==> src/rtl/tfs_pkg.sv <==
package tfs_pkg;

  typedef enum logic [2:0] {
    ERR_NONE     = 3'd0,
    ERR_CMD_SIZE = 3'd1,
    ERR_TIMEOUT  = 3'd2,
    ERR_RSP_SIZE = 3'd3,
    ERR_MID_STS  = 3'd4,
    ERR_END_STS  = 3'd5
  } err_e;

  typedef enum logic [3:0] {
    S_IDLE, S_CHK, S_WR_RDY, S_TX_BURST, S_TX_CHUNK, S_WR_GO,
    S_POLL_WAIT, S_POLL_RD, S_HDR, S_RX_BURST, S_RX_CHUNK,
    S_MID, S_LAST, S_FIN, S_WR_IDLE
  } seq_state_e;

  localparam int STS_VALID_BIT = 7;
  localparam int STS_READY_BIT = 6;
  localparam int STS_GO_BIT    = 5;
  localparam int STS_AVAIL_BIT = 4;
  localparam int HDR_BYTES     = 6;
  localparam int MAX_CHUNK     = 64;
  localparam logic [7:0] READY_BYTE = 8'(1 << STS_READY_BIT);
  localparam logic [7:0] GO_BYTE    = 8'(1 << STS_GO_BIT);

  // Burst count field of a status word
  function automatic logic [15:0] burst_of(input logic [31:0] s);
    return s[23:8];
  endfunction

  // Chunk = min(remaining, burst, MAX_CHUNK)
  function automatic logic [6:0] chunk_size(input logic [31:0] remaining,
                                            input logic [15:0] burst);
    logic [31:0] m;
    m = remaining;
    if ({16'b0, burst} < m) m = {16'b0, burst};
    if (32'(MAX_CHUNK) < m) m = 32'(MAX_CHUNK);
    return m[6:0];
  endfunction

  // Accumulate a big-endian field one byte at a time
  function automatic logic [31:0] be_shift(input logic [31:0] acc,
                                           input logic [7:0] b);
    return {acc[23:0], b};
  endfunction

  function automatic logic has_response(input logic [7:0] s);
    return s[STS_VALID_BIT] & s[STS_AVAIL_BIT];
  endfunction

  function automatic logic drained(input logic [7:0] s);
    return s[STS_VALID_BIT] & ~s[STS_AVAIL_BIT];
  endfunction

  function automatic logic size_bad(input logic [31:0] size,
                                    input logic [31:0] cap);
    return (size > cap) || (size < 32'(HDR_BYTES + 1));
  endfunction

endpackage

==> src/rtl/tfs_xact.sv <==
module tfs_xact #(
  parameter int ADDR_W = 24
) (
  input  logic              clk,
  input  logic              rst_n,
  input  logic              go,
  input  logic              wr,
  input  logic [ADDR_W-1:0] addr,
  input  logic [6:0]        len,
  output logic              idle,
  output logic              xdone,
  output logic              rx_stb,
  output logic [6:0]        idx,
  output logic [31:0]       word,
  output logic              fr_req,
  output logic              fr_write,
  output logic [ADDR_W-1:0] fr_addr,
  output logic [6:0]        fr_len,
  input  logic              fr_tx_pop,
  input  logic              fr_rx_valid,
  input  logic [7:0]        fr_rx_data,
  input  logic              fr_end
);
  logic busy_q;
  logic byte_evt;

  assign byte_evt = busy_q & ((fr_write & fr_tx_pop) | (~fr_write & fr_rx_valid));
  assign rx_stb   = busy_q & ~fr_write & fr_rx_valid;
  assign xdone    = busy_q & fr_end;
  assign idle     = ~busy_q;
  assign fr_req   = busy_q;

  always_ff @(posedge clk) begin
    if (!rst_n) begin
      busy_q   <= 1'b0;
      fr_write <= 1'b0;
      fr_addr  <= '0;
      fr_len   <= 7'd0;
      idx      <= 7'd0;
      word     <= 32'd0;
    end else if (!busy_q) begin
      if (go) begin
        busy_q   <= 1'b1;
        fr_write <= wr;
        fr_addr  <= addr;
        fr_len   <= len;
        idx      <= 7'd0;
        word     <= 32'd0;
      end
    end else if (fr_end) begin
      busy_q <= 1'b0;
    end else if (byte_evt) begin
      idx <= idx + 7'd1;
      if (rx_stb) begin
        case (idx[1:0])
          2'd0: word[7:0]   <= fr_rx_data;
          2'd1: word[15:8]  <= fr_rx_data;
          2'd2: word[23:16] <= fr_rx_data;
          default: word[31:24] <= fr_rx_data;
        endcase
      end
    end
  end
endmodule

==> src/rtl/tfs_timer.sv <==
module tfs_timer #(
  parameter int TICK_CYCLES = 125000,
  parameter int POLL_LIMIT  = 120000
) (
  input  logic clk,
  input  logic rst_n,
  input  logic clear,
  input  logic run,
  output logic tick,
  output logic expired
);
  localparam int CW = $clog2(TICK_CYCLES + 1);
  localparam int PW = $clog2(POLL_LIMIT + 1);

  logic [CW-1:0] cnt_q;
  logic [PW-1:0] polls_q;

  assign tick    = run && (cnt_q == CW'(TICK_CYCLES - 1));
  assign expired = (polls_q == PW'(POLL_LIMIT));

  always_ff @(posedge clk) begin
    if (!rst_n || clear) begin
      cnt_q   <= '0;
      polls_q <= '0;
    end else if (run) begin
      if (tick) begin
        cnt_q <= '0;
        if (!expired) polls_q <= polls_q + PW'(1);
      end else begin
        cnt_q <= cnt_q + CW'(1);
      end
    end
  end
endmodule

==> src/rtl/tpm_fifo_seq.sv <==
module tpm_fifo_seq
  import tfs_pkg::*;
#(
  parameter int LEN_W = 16,
  parameter int ADDR_W = 24,
  parameter logic [ADDR_W-1:0] STS_ADDR  = 24'hD40018,
  parameter logic [ADDR_W-1:0] FIFO_ADDR = 24'hD40024,
  parameter int TICK_CYCLES = 125000,
  parameter int POLL_LIMIT  = 120000
) (
  input  logic              clk,
  input  logic              rst_n,
  input  logic              start,
  input  logic [LEN_W-1:0]  cmd_len,
  input  logic [LEN_W-1:0]  rsp_cap,
  output logic              busy,
  output logic              done,
  output logic [2:0]        err,
  output logic [LEN_W-1:0]  rsp_len,
  output logic [LEN_W-1:0]  cmd_addr,
  input  logic [7:0]        cmd_data,
  output logic              rsp_we,
  output logic [LEN_W-1:0]  rsp_addr,
  output logic [7:0]        rsp_wdata,
  output logic              fr_req,
  output logic              fr_write,
  output logic [ADDR_W-1:0] fr_addr,
  output logic [6:0]        fr_len,
  output logic [7:0]        fr_tx_data,
  input  logic              fr_tx_pop,
  input  logic              fr_rx_valid,
  input  logic [7:0]        fr_rx_data,
  input  logic              fr_end
);
  seq_state_e        state;
  logic [LEN_W-1:0]  len_q, cap_q;
  logic [31:0]       acc_q, size_q, hand_q;
  logic [2:0]        chk_cnt;
  logic [6:0]        chunk_q;

  // Transaction engine request and events
  logic              x_go, x_wr, x_idle, x_done, x_rx_stb, x_uses;
  logic [ADDR_W-1:0] x_addr;
  logic [6:0]        x_len, x_idx;
  logic [31:0]       x_word;

  // Timer events
  logic tick, expired, tmr_clear, tmr_run;

  // Named internal events
  logic [31:0] buf_pos;
  logic [15:0] live_burst;
  logic        rsp_phase;
  logic [31:0] cmd_left, rsp_left;
  logic [31:0] cap_ext, len_ext;

  assign live_burst = burst_of(x_word);
  assign buf_pos    = hand_q + 32'(x_idx);
  assign cap_ext    = 32'(cap_q);
  assign len_ext    = 32'(len_q);
  assign cmd_left   = len_ext - hand_q;
  assign rsp_left   = size_q - 32'd1 - hand_q;
  assign rsp_phase  = (state == S_HDR) || (state == S_RX_CHUNK) || (state == S_LAST);

  tfs_xact #(.ADDR_W(ADDR_W)) u_xact (
    .clk        (clk),
    .rst_n      (rst_n),
    .go         (x_go),
    .wr         (x_wr),
    .addr       (x_addr),
    .len        (x_len),
    .idle       (x_idle),
    .xdone      (x_done),
    .rx_stb     (x_rx_stb),
    .idx        (x_idx),
    .word       (x_word),
    .fr_req     (fr_req),
    .fr_write   (fr_write),
    .fr_addr    (fr_addr),
    .fr_len     (fr_len),
    .fr_tx_pop  (fr_tx_pop),
    .fr_rx_valid(fr_rx_valid),
    .fr_rx_data (fr_rx_data),
    .fr_end     (fr_end)
  );

  assign tmr_clear = (state == S_WR_GO);
  assign tmr_run   = (state == S_POLL_WAIT);

  tfs_timer #(.TICK_CYCLES(TICK_CYCLES), .POLL_LIMIT(POLL_LIMIT)) u_timer (
    .clk    (clk),
    .rst_n  (rst_n),
    .clear  (tmr_clear),
    .run    (tmr_run),
    .tick   (tick),
    .expired(expired)
  );

  // Which register access each state needs
  always_comb begin
    x_uses     = 1'b1;
    x_wr       = 1'b0;
    x_addr     = STS_ADDR;
    x_len      = 7'd4;
    fr_tx_data = 8'h00;
    unique case (state)
      S_WR_RDY, S_WR_IDLE: begin
        x_wr = 1'b1;
        fr_tx_data = (x_idx == 7'd0) ? READY_BYTE : 8'h00;
      end
      S_WR_GO: begin
        x_wr = 1'b1;
        fr_tx_data = (x_idx == 7'd0) ? GO_BYTE : 8'h00;
      end
      S_TX_BURST, S_POLL_RD, S_RX_BURST, S_MID, S_FIN: x_uses = 1'b1;
      S_TX_CHUNK: begin
        x_wr = 1'b1;
        x_addr = FIFO_ADDR;
        x_len = chunk_q;
        fr_tx_data = cmd_data;
      end
      S_HDR: begin
        x_addr = FIFO_ADDR;
        x_len = 7'(HDR_BYTES);
      end
      S_RX_CHUNK: begin
        x_addr = FIFO_ADDR;
        x_len = chunk_q;
      end
      S_LAST: begin
        x_addr = FIFO_ADDR;
        x_len = 7'd1;
      end
      default: x_uses = 1'b0;
    endcase
  end

  assign x_go = x_uses && x_idle;

  assign cmd_addr  = (state == S_CHK) ? LEN_W'(32'd2 + 32'(chk_cnt))
                                      : buf_pos[LEN_W-1:0];
  assign rsp_addr  = buf_pos[LEN_W-1:0];
  assign rsp_wdata = fr_rx_data;
  assign rsp_we    = x_rx_stb && rsp_phase && (buf_pos < cap_ext);
  assign busy      = (state != S_IDLE);

  always_ff @(posedge clk) begin
    if (!rst_n) begin
      state   <= S_IDLE;
      len_q   <= '0;
      cap_q   <= '0;
      acc_q   <= 32'd0;
      size_q  <= 32'd0;
      hand_q  <= 32'd0;
      chk_cnt <= 3'd0;
      chunk_q <= 7'd0;
      done    <= 1'b0;
      err     <= ERR_NONE;
      rsp_len <= '0;
    end else begin
      done <= 1'b0;
      if (state == S_HDR && x_rx_stb && x_idx >= 7'd2 && x_idx <= 7'd5)
        size_q <= be_shift(size_q, fr_rx_data);
      unique case (state)
        S_IDLE: if (start) begin
          len_q   <= cmd_len;
          cap_q   <= rsp_cap;
          err     <= ERR_NONE;
          rsp_len <= '0;
          acc_q   <= 32'd0;
          chk_cnt <= 3'd0;
          hand_q  <= 32'd0;
          if (32'(cmd_len) < 32'(HDR_BYTES)) begin
            done <= 1'b1;
            err  <= ERR_CMD_SIZE;
          end else begin
            state <= S_CHK;
          end
        end
        S_CHK: begin
          if (chk_cnt != 3'd4) begin
            acc_q   <= be_shift(acc_q, cmd_data);
            chk_cnt <= chk_cnt + 3'd1;
          end else if (acc_q == len_ext) begin
            state <= S_WR_RDY;
          end else begin
            state <= S_IDLE;
            done  <= 1'b1;
            err   <= ERR_CMD_SIZE;
          end
        end
        S_WR_RDY: if (x_done) state <= S_TX_BURST;
        S_TX_BURST: if (x_done && live_burst != 16'd0) begin
          chunk_q <= chunk_size(cmd_left, live_burst);
          state   <= S_TX_CHUNK;
        end
        S_TX_CHUNK: if (x_done) begin
          hand_q <= hand_q + 32'(chunk_q);
          state  <= (hand_q + 32'(chunk_q) == len_ext) ? S_WR_GO : S_TX_BURST;
        end
        S_WR_GO: if (x_done) state <= S_POLL_WAIT;
        S_POLL_WAIT: if (tick) begin
          if (expired) begin
            state <= S_IDLE;
            done  <= 1'b1;
            err   <= ERR_TIMEOUT;
          end else begin
            state <= S_POLL_RD;
          end
        end
        S_POLL_RD: if (x_done) begin
          if (has_response(x_word[7:0])) begin
            state  <= S_HDR;
            hand_q <= 32'd0;
            size_q <= 32'd0;
          end else begin
            state <= S_POLL_WAIT;
          end
        end
        S_HDR: if (x_done) begin
          if (size_bad(size_q, cap_ext)) begin
            state <= S_IDLE;
            done  <= 1'b1;
            err   <= ERR_RSP_SIZE;
          end else begin
            hand_q <= 32'(HDR_BYTES);
            state  <= (size_q == 32'(HDR_BYTES + 1)) ? S_MID : S_RX_BURST;
          end
        end
        S_RX_BURST: if (x_done && live_burst != 16'd0) begin
          chunk_q <= chunk_size(rsp_left, live_burst);
          state   <= S_RX_CHUNK;
        end
        S_RX_CHUNK: if (x_done) begin
          hand_q <= hand_q + 32'(chunk_q);
          state  <= (hand_q + 32'(chunk_q) == size_q - 32'd1) ? S_MID : S_RX_BURST;
        end
        S_MID: if (x_done) begin
          if (has_response(x_word[7:0])) begin
            state <= S_LAST;
          end else begin
            state <= S_IDLE;
            done  <= 1'b1;
            err   <= ERR_MID_STS;
          end
        end
        S_LAST: if (x_done) state <= S_FIN;
        S_FIN: if (x_done) begin
          if (drained(x_word[7:0])) begin
            state <= S_WR_IDLE;
          end else begin
            state <= S_IDLE;
            done  <= 1'b1;
            err   <= ERR_END_STS;
          end
        end
        S_WR_IDLE: if (x_done) begin
          state   <= S_IDLE;
          done    <= 1'b1;
          err     <= ERR_NONE;
          rsp_len <= size_q[LEN_W-1:0];
        end
        default: state <= S_IDLE;
      endcase
    end
  end
endmodule

==> config.mk <==
export PLATFORM = sky130hd
export DESIGN_NAME = tpm_fifo_seq
export DESIGN_NICKNAME = d
export VERILOG_FILES = /design/src/rtl/tfs_pkg.sv /design/src/rtl/tfs_xact.sv /design/src/rtl/tfs_timer.sv /design/src/rtl/tpm_fifo_seq.sv
export SDC_FILE = /design/constraint.sdc
export NUM_CORES = 1
export LEC_CHECK = 0
export BUFFER_PORTS_ARGS = -buffer_cell sky130_fd_sc_hd__buf_2
export CAP_MARGIN = 20
export CORE_UTILIZATION = 35
export CTS_BUF_LIST = sky130_fd_sc_hd__clkbuf_2
export CTS_CLUSTER_DIAMETER = 80
export DETAILED_ROUTE_END_ITERATION = 16
export PLACE_DENSITY = 0.63
export SYNTH_ARGS = -nofsm -noshare
export SYNTH_HDL_FRONTEND = slang
export SYNTH_SLANG_ARGS = --single-unit
==> constraint.sdc <==
create_clock -name clk -period 7.1 [get_ports clk]
set_input_delay 1.775 -clock clk [delete_from_list [all_inputs] [get_ports clk]]
set_output_delay 1.775 -clock clk [all_outputs]
set_load 0.02 [all_outputs]
==> results of run 1 <==
[stage by stage]
stage | total power [mW] | instances | setup WS [ns]
global placement | 4.16 | 3144 | 0.656
CTS | 5.32 | 3259 | 0.0366
floorplan | 3.34 | 2457 | 1.71
finish | 5.35 | 3260 | 0.224
global route | 5.65 | 3260 | 0.0378
detailed placement | 4.19 | 3144 | 0.496
[power breakdown]
group	internal, mW	leakage, nW	switching (mW)
Clock	0.467	0.472	0.645
Combinational	0.850	5.56	1.80
Sequential	1.40	1.88	0.181
[final cells by class]
| cell class | count | area (µm²) |
|---|---|---|
| diodes | 1 | 2.50 |
| clock inverters | 21 | 171 |
| multi-input cells | 1972 | 12500 |
| clock buffers | 94 | 470 |
| flip-flops and latches | 233 | 4670 |
| inverters | 96 | 360 |
| repair buffers | 171 | 933 |
| fillers | 5266 | 30700 |
| well taps | 672 | 841 |
[synthesized netlist by cell type, types with 7 or more instances]
library cell | count | area share
sky130_fd_sc_hd__o21bai_1 | 7 | 0.0029
sky130_fd_sc_hd__nor2_1 | 156 | 0.032
sky130_fd_sc_hd__nor2b_1 | 16 | 0.0055
sky130_fd_sc_hd__o21a_1 | 14 | 0.0058
sky130_fd_sc_hd__buf_4 | 30 | 0.012
sky130_fd_sc_hd__buf_1 | 8 | 0.0017
sky130_fd_sc_hd__o21ai_0 | 99 | 0.027
sky130_fd_sc_hd__clkbuf_1 | 108 | 0.022
sky130_fd_sc_hd__a31oi_1 | 21 | 0.0073
sky130_fd_sc_hd__and3_1 | 19 | 0.0066
sky130_fd_sc_hd__a21oi_1 | 227 | 0.063
sky130_fd_sc_hd__a311oi_1 | 9 | 0.0044
sky130_fd_sc_hd__o31ai_1 | 7 | 0.0029
sky130_fd_sc_hd__or4_1 | 16 | 0.0066
sky130_fd_sc_hd__xnor2_1 | 114 | 0.055
sky130_fd_sc_hd__inv_1 | 93 | 0.019
sky130_fd_sc_hd__a21boi_0 | 52 | 0.022
sky130_fd_sc_hd__xor2_1 | 94 | 0.046
sky130_fd_sc_hd__nor4_1 | 40 | 0.014
sky130_fd_sc_hd__dfxtp_1 | 233 | 0.26
sky130_fd_sc_hd__a211oi_1 | 13 | 0.0054
sky130_fd_sc_hd__and4_1 | 7 | 0.0034
sky130_fd_sc_hd__a21o_1 | 41 | 0.017
sky130_fd_sc_hd__o211ai_1 | 15 | 0.0062
sky130_fd_sc_hd__nand3b_1 | 12 | 0.0050
sky130_fd_sc_hd__mux2i_1 | 13 | 0.0072
sky130_fd_sc_hd__ha_1 | 134 | 0.093
sky130_fd_sc_hd__nand2_1 | 375 | 0.078
sky130_fd_sc_hd__and2_1 | 23 | 0.0080
sky130_fd_sc_hd__nor3_1 | 60 | 0.017
sky130_fd_sc_hd__nand2b_1 | 22 | 0.0076
sky130_fd_sc_hd__o22ai_1 | 18 | 0.0062
sky130_fd_sc_hd__a221oi_1 | 8 | 0.0039
sky130_fd_sc_hd__o21ai_1 | 7 | 0.0019
sky130_fd_sc_hd__nand3_1 | 140 | 0.039
sky130_fd_sc_hd__nand4_1 | 50 | 0.017
sky130_fd_sc_hd__or3_1 | 26 | 0.0090
sky130_fd_sc_hd__buf_2 | 10 | 0.0028
[routing by layer]
metal / vias up / track usage
li1: 8860 / -
met1: 8866 / 0.330
met2: 837 / 0.403
met3: 159 / 0.0461
met4: 0 / 0.127
met5: - / 0
[cells by family (layout without fill, tap and decap cells)]
family                     Yosys count  after routing  synth area share
and+or+nand+nor                    999            999             0.268
DFF                                233            233             0.258
xor gates and xnor gates           209            209             0.102
AOI/OAI and AO/OA                  590            590             0.204
adders and majority gates          138            138            0.0972
muxes                               20             20            0.0116
buffers and inverters              252            382            0.0593
other                                1             17          0.000207
[registers in the layout, summed over array words and instances (netlist names), 4 cells and up]
register         cells
acc_q               32
cap_q               16
chunk_q              7
hand_q              32
len_q               16
rsp_len             16
size_q              32
state                4
u_timer.cnt_q       17
u_timer.polls_q     17
u_xact.fr_len        7
u_xact.idx           7
u_xact.word         18
[worst min-delay path, delay by kind of cell (launching register included)]
| family | cells | cell delay, ns |
|---|---|---|
| AOI/OAI and AO/OA | 1 | 0.06 |
| DFF | 1 | 0.35 |
| and+or+nand+nor | 1 | 0.07 |
[worst min path at each step]
stage               slack, ns  depth (start not counted)   endpoint
detailed placement       0.45                          2  acc_q[25]
floorplan                0.43                          2  acc_q[26]
CTS                      0.39                          2   acc_q[8]
finish                   0.41                          2   acc_q[8]
global placement         0.44                          2  acc_q[27]
global route             0.43                          2   acc_q[8]
[what timing repair did]
action | CTS | global route
gates resized for setup | 1 | 6
gates cloned | 0 | 0
hold buffers | 0 | 0
endpoints found under the setup margin | 1 | 5
==> impl_metrics.toml, run 1 <==
[worst_hold_path]
hold_wc_path_type = "reg2reg"
hold_path_startpoint = "acc_q[0]"

[status]
outcome = "completed"

[timing]
worst_slew_margin_rel = 0.147
tns_ns = 0
timing_max_transition_violations_final = 0
finalSetupViolations = 0
setup_repair_after_global_routing_missed_its_margin = "false"
clock-skew-final_ns = 0.129
finalHoldViolations = 0
final.hold.worst_slack_ns = 0.409
finalCriticalPeriod_ns = 6.88
maxClockFrequency_mhz = 145
layout_worst_path_cycle_share = 0.969
max_slew.worst_pin.slew_ns = 1.27

[synthesis]
synth_sequential_area_ratio = 0.258
synth-main-ff-cell = "sky130_fd_sc_hd__dfxtp_1"
ys_seq_elements = 233
post_synth_num_cell_types = 89
synthesis.area_mm2 = 0.0181
yosys_warnings = 0
syn_inst = 2442
synth.avg_cell_area_um2 = 7.40
postSynth.asyncResetShare = 0
synth_enable_flop_cells = 0

[worst_setup_path]
critical_path_peak_fanout = 5
setup.worst_path.end = "rsp_we"
worstSetupPathType = "reg2out"
critical_path.top_delay_family = "compound AO/OA/AOI/OAI gates"
cp_cell_sequence = "ha_1 > fa_1 > a21o_1 > a21oi_1 > o21bai_1 > a21o_1 > a21oi_2 > nor4_1 > xnor2_1 > ha_1 > nor2b_1 > o21ai_0 > nand4_1 > nor4_1 > o211a_1 > buf_2"
critical-path-slowest-cell = "sky130_fd_sc_hd__fa_1"
worstSetupPathDepth = 16
cp_data_arrival_time_ns = 5.10
r2r_slack_ns = 0.49
setup.worst_path.start = "hand_q[0]"
worst_ep_required_time_ns = 5.33
reg2regPathDepth = 24
end_kind = "output pin"
setup.worst_path.start_class = "flip-flop"
cpPeakStageDelay_ns = 0.41
path_buf_inv = 1
regToRegEndpoint = "chunk_q[0]"
critical_path.reg2reg.startpoint = "size_q[0]"

[place]
port-buffer-count = 140
dpl.hpwl_mm = 53.6
globalplace.congestion = 0.973
placement.cell_area_mm2 = 0.0192

[grt]
grt_first_pass_wirelength_mm = 104
grt_pass1_vias = 17532
globalRoute.totalOverflow = 0
grt_antenna_before_repair = 1
maximum_number_of_pins_on_one_net_before_global_route_repair = 48
gr-usage-all-layers = 0.254

[die]
top_level_ports = 157
rows = 82
floorplan.initialDensity = 0.357
die_h_um = 229
dieArea_mm2 = 0.0526
die_width_um = 229
core-area_mm2 = 0.0506

[drt]
route.final.wire_length_mm = 69.0
drt_first_pass_iters = 6
drt-initial-drc-count = 1964
routed.top_layer = "met4"
detail_route.wirelength.met1_mm = 29.5
wl_met2_mm = 31.1
met3_length_mm = 4.95
antenna_left = 0
routed_wire_length_per_instance_um = 21.2
drc_errors = 0
vias_per_cell = 5.74
routed-via-count = 18722

[cells_and_area]
most_frequent_standard_cell_in_the_layout_excluding_fill_and_tap_cells = "sky130_fd_sc_hd__nand2_1"
layout.cell_area.non_filler_mm2 = 0.0199
finalNetCount = 2737
post_route_cells_drive_above_1_share = 0.124
layout.core_utilization = 0.393
final_cell_mix = "375 x sky130_fd_sc_hd__nand2_1, 231 x sky130_fd_sc_hd__dfxtp_1, 226 x sky130_fd_sc_hd__a21oi_1"
synthToLayoutAreaGrowth_pct = 10.1

[run]
maxCapViolations = 0

[clocking]
number_of_buffers_inserted_during_clock_tree_synthesis = 71
tritoncts_clock_tree = "yes"
clk_slew_on_worst_s_h_paths_ns = 0.11
postCtsSetupBuffers = 0
count_of_clock_tree_sinks = 233
cts-root-buf = "sky130_fd_sc_hd__clkbuf_2"
clk_path_buf_depth = 3
clk_lat_worst_skew_ns = 1.02
cts-htree-levels = 3

[power_and_ir_drop]
powerDensity_mw_per_mm2 = 269
power.static_leakage_nw = 7.92
power.ir.vdd_worst_mv = 0.197
No activity file was read; power rests on OpenSTA's default activity.
==> inputs of run 2 (changes only) <==
Settings changed: CORE_MARGIN set to 2.
Clock period 7.1 ns to 8.05 ns, I/O delays scaled along.
==> run 2 against run 1 <==
Against the previous run: sequential power down 13%; critical path depth unchanged; power down 13%; utilization down 0.54 points; hold slack better by 0.044 ns; sequential share of layout area about the same; clock power down 14%; largest cell class unchanged; first-iteration DRC count down 22%; non-clock buffer count down 6; count of clock-buffer cells in the layout up 3.
==> impl_metrics.toml, run 2 (synthesis results as in run 1) <==
[status]
outcome = "completed"

[power_and_ir_drop]
seq_power_share = 0.297
power.static_leakage_nw = 7.89
powerDensity_mw_per_mm2 = 234
comb_power_share = 0.498
p_switching_mw = 2.27
internal-power_mw = 2.38
power.ir.vdd_worst_mv = 0.167
power.clock.fraction = 0.206
switching_share = 0.489
report.power.total_mw = 4.65

[timing]
finalCriticalPeriod_ns = 7.56
worst_slew_margin_rel = 0.208
setup_repair_after_global_routing_missed_its_margin = "false"
timing_max_transition_violations_final = 0
tns_ns = 0
finalHoldViolations = 0
clock-skew-final_ns = 0.111
max_slew.worst_pin.slew_ns = 1.18
finalSetupViolations = 0
maxClockFrequency_mhz = 132
layout_worst_path_cycle_share = 0.940

[worst_setup_path]
worstSetupPathType = "reg2out"
worst_ep_required_time_ns = 6.04
cpPeakStageDelay_ns = 0.47
setup.worst_path.start_class = "flip-flop"
critical_path_peak_fanout = 5
path_buf_inv = 1
cp_data_arrival_time_ns = 5.55
critical-path-slowest-cell = "sky130_fd_sc_hd__a21oi_1"
cp_cell_sequence = "ha_1 > fa_1 > a21o_1 > a21oi_1 > o21bai_1 > a21o_1 > a21oi_1 > nor4_1 > xnor2_1 > ha_1 > nor2b_1 > o21ai_0 > nand4_1 > nor4_2 > o211a_1 > buf_2"
critical_path.top_delay_family = "compound AO/OA/AOI/OAI gates"
end_kind = "output pin"

[grt]
grt_pass1_vias = 17264
grt_antenna_before_repair = 3
gr-usage-all-layers = 0.237
grt_first_pass_wirelength_mm = 99.9
maximum_number_of_pins_on_one_net_before_global_route_repair = 59
globalRoute.totalOverflow = 0

[place]
dpl.hpwl_mm = 50.6
globalplace.congestion = 0.962
port-buffer-count = 140

[drt]
routed-via-count = 18640
drt-initial-drc-count = 1534
drc_errors = 0
route.final.wire_length_mm = 65.3
drt_first_pass_iters = 6
routed_wire_length_per_instance_um = 20.0
antenna_left = 0
vias_per_cell = 5.71

[die]
floorplan.initialDensity = 0.353
die_width_um = 231
rows = 83
dieArea_mm2 = 0.0535
die_h_um = 231
core-area_mm2 = 0.0512
top_level_ports = 157

[run]
maxCapViolations = 0

[clocking]
cts-root-buf = "sky130_fd_sc_hd__clkbuf_2"
clk_slew_on_worst_s_h_paths_ns = 0.09
postCtsSetupBuffers = 0
tritoncts_clock_tree = "yes"
clk_lat_worst_skew_ns = 1.05
clk_path_buf_depth = 3
count_of_clock_tree_sinks = 233
cts_hold_bufs = 0
number_of_buffers_inserted_during_clock_tree_synthesis = 67
cts_resized = 0
cts-htree-levels = 3

[cells_and_area]
post_route_cells_drive_above_1_share = 0.122
reg_top3 = "acc_q x32, hand_q x32, size_q x32"
final.fill_count = 5393
final_cell_mix = "375 x sky130_fd_sc_hd__nand2_1, 233 x sky130_fd_sc_hd__dfxtp_1, 226 x sky130_fd_sc_hd__a21oi_1"
synthToLayoutAreaGrowth_pct = 9.91
layout.core_utilization = 0.388
finalNetCount = 2727
most_frequent_standard_cell_in_the_layout_excluding_fill_and_tap_cells = "sky130_fd_sc_hd__nand2_1"

[worst_hold_path]
hold_wc_path_type = "reg2reg"
## run 2: tightest hold or removal path: cells and delay by family, from the launching register on
| family | cells | cell delay [ns] |
|---|---|---|
| flip-flops | 1 | 0.32 |
| AND/OR/NAND/NOR | 1 | 0.05 |
| AO/OA/AOI/OAI | 1 | 0.05 |
## run 2: area by class of cell
type	instances	area (µm²)	share of cell area
Multi-Input combinational cell	1972	12400	0.626
Sequential cell	233	4660	0.235
Timing Repair Buffer	165	908	0.0457
Tap cell	680	851	0.0428
Clock buffer	97	485	0.0244
Inverter	96	360	0.0181
Clock inverter	20	151	0.00762
Antenna cell	4	10.0	0.000504
## run 2: worst paths after layout
path	depth (start not counted)	slack (ns)	to	startpoint
max	16	0.49	rsp_we	hand_q[0]
min	2	0.45	acc_q[26]	acc_q[26]
max reg2reg	24	1.57	chunk_q[2]	size_q[0]
min reg2reg	2	0.45	acc_q[26]	acc_q[26]
## run 2: metal layers
layer | global-route usage | vias up | share of wire
met5 | 0 | - | 0
met4 | 0.107 | 0 | 0.042
met3 | 0.0436 | 140 | 0.072
met2 | 0.382 | 759 | 0.46
met1 | 0.308 | 8878 | 0.43
li1 | - | 8863 | -
## run 2: per-stage QoR
step	hold slack [ns]	instances	area [µm²]	setup slack, ns
floorplan	0.432	2457	18100	2.42
global placement	0.441	3144	19200	1.47
detailed placement	0.445	3145	19200	1.26
CTS	0.457	3262	19800	0.106
global route	0.491	3267	19900	0.166
finish	0.454	3267	19900	0.487
## run 2: power by group through the flow
stage	registers (mW)	logic, mW	clock network (mW)
final	1.38	2.31	0.956
after global routing	1.39	2.51	1.04
after CTS	1.37	2.27	0.984
after detailed placement	1.40	2.25	0
after global placement	1.40	2.22	0
after floorplan	1.35	1.60	0
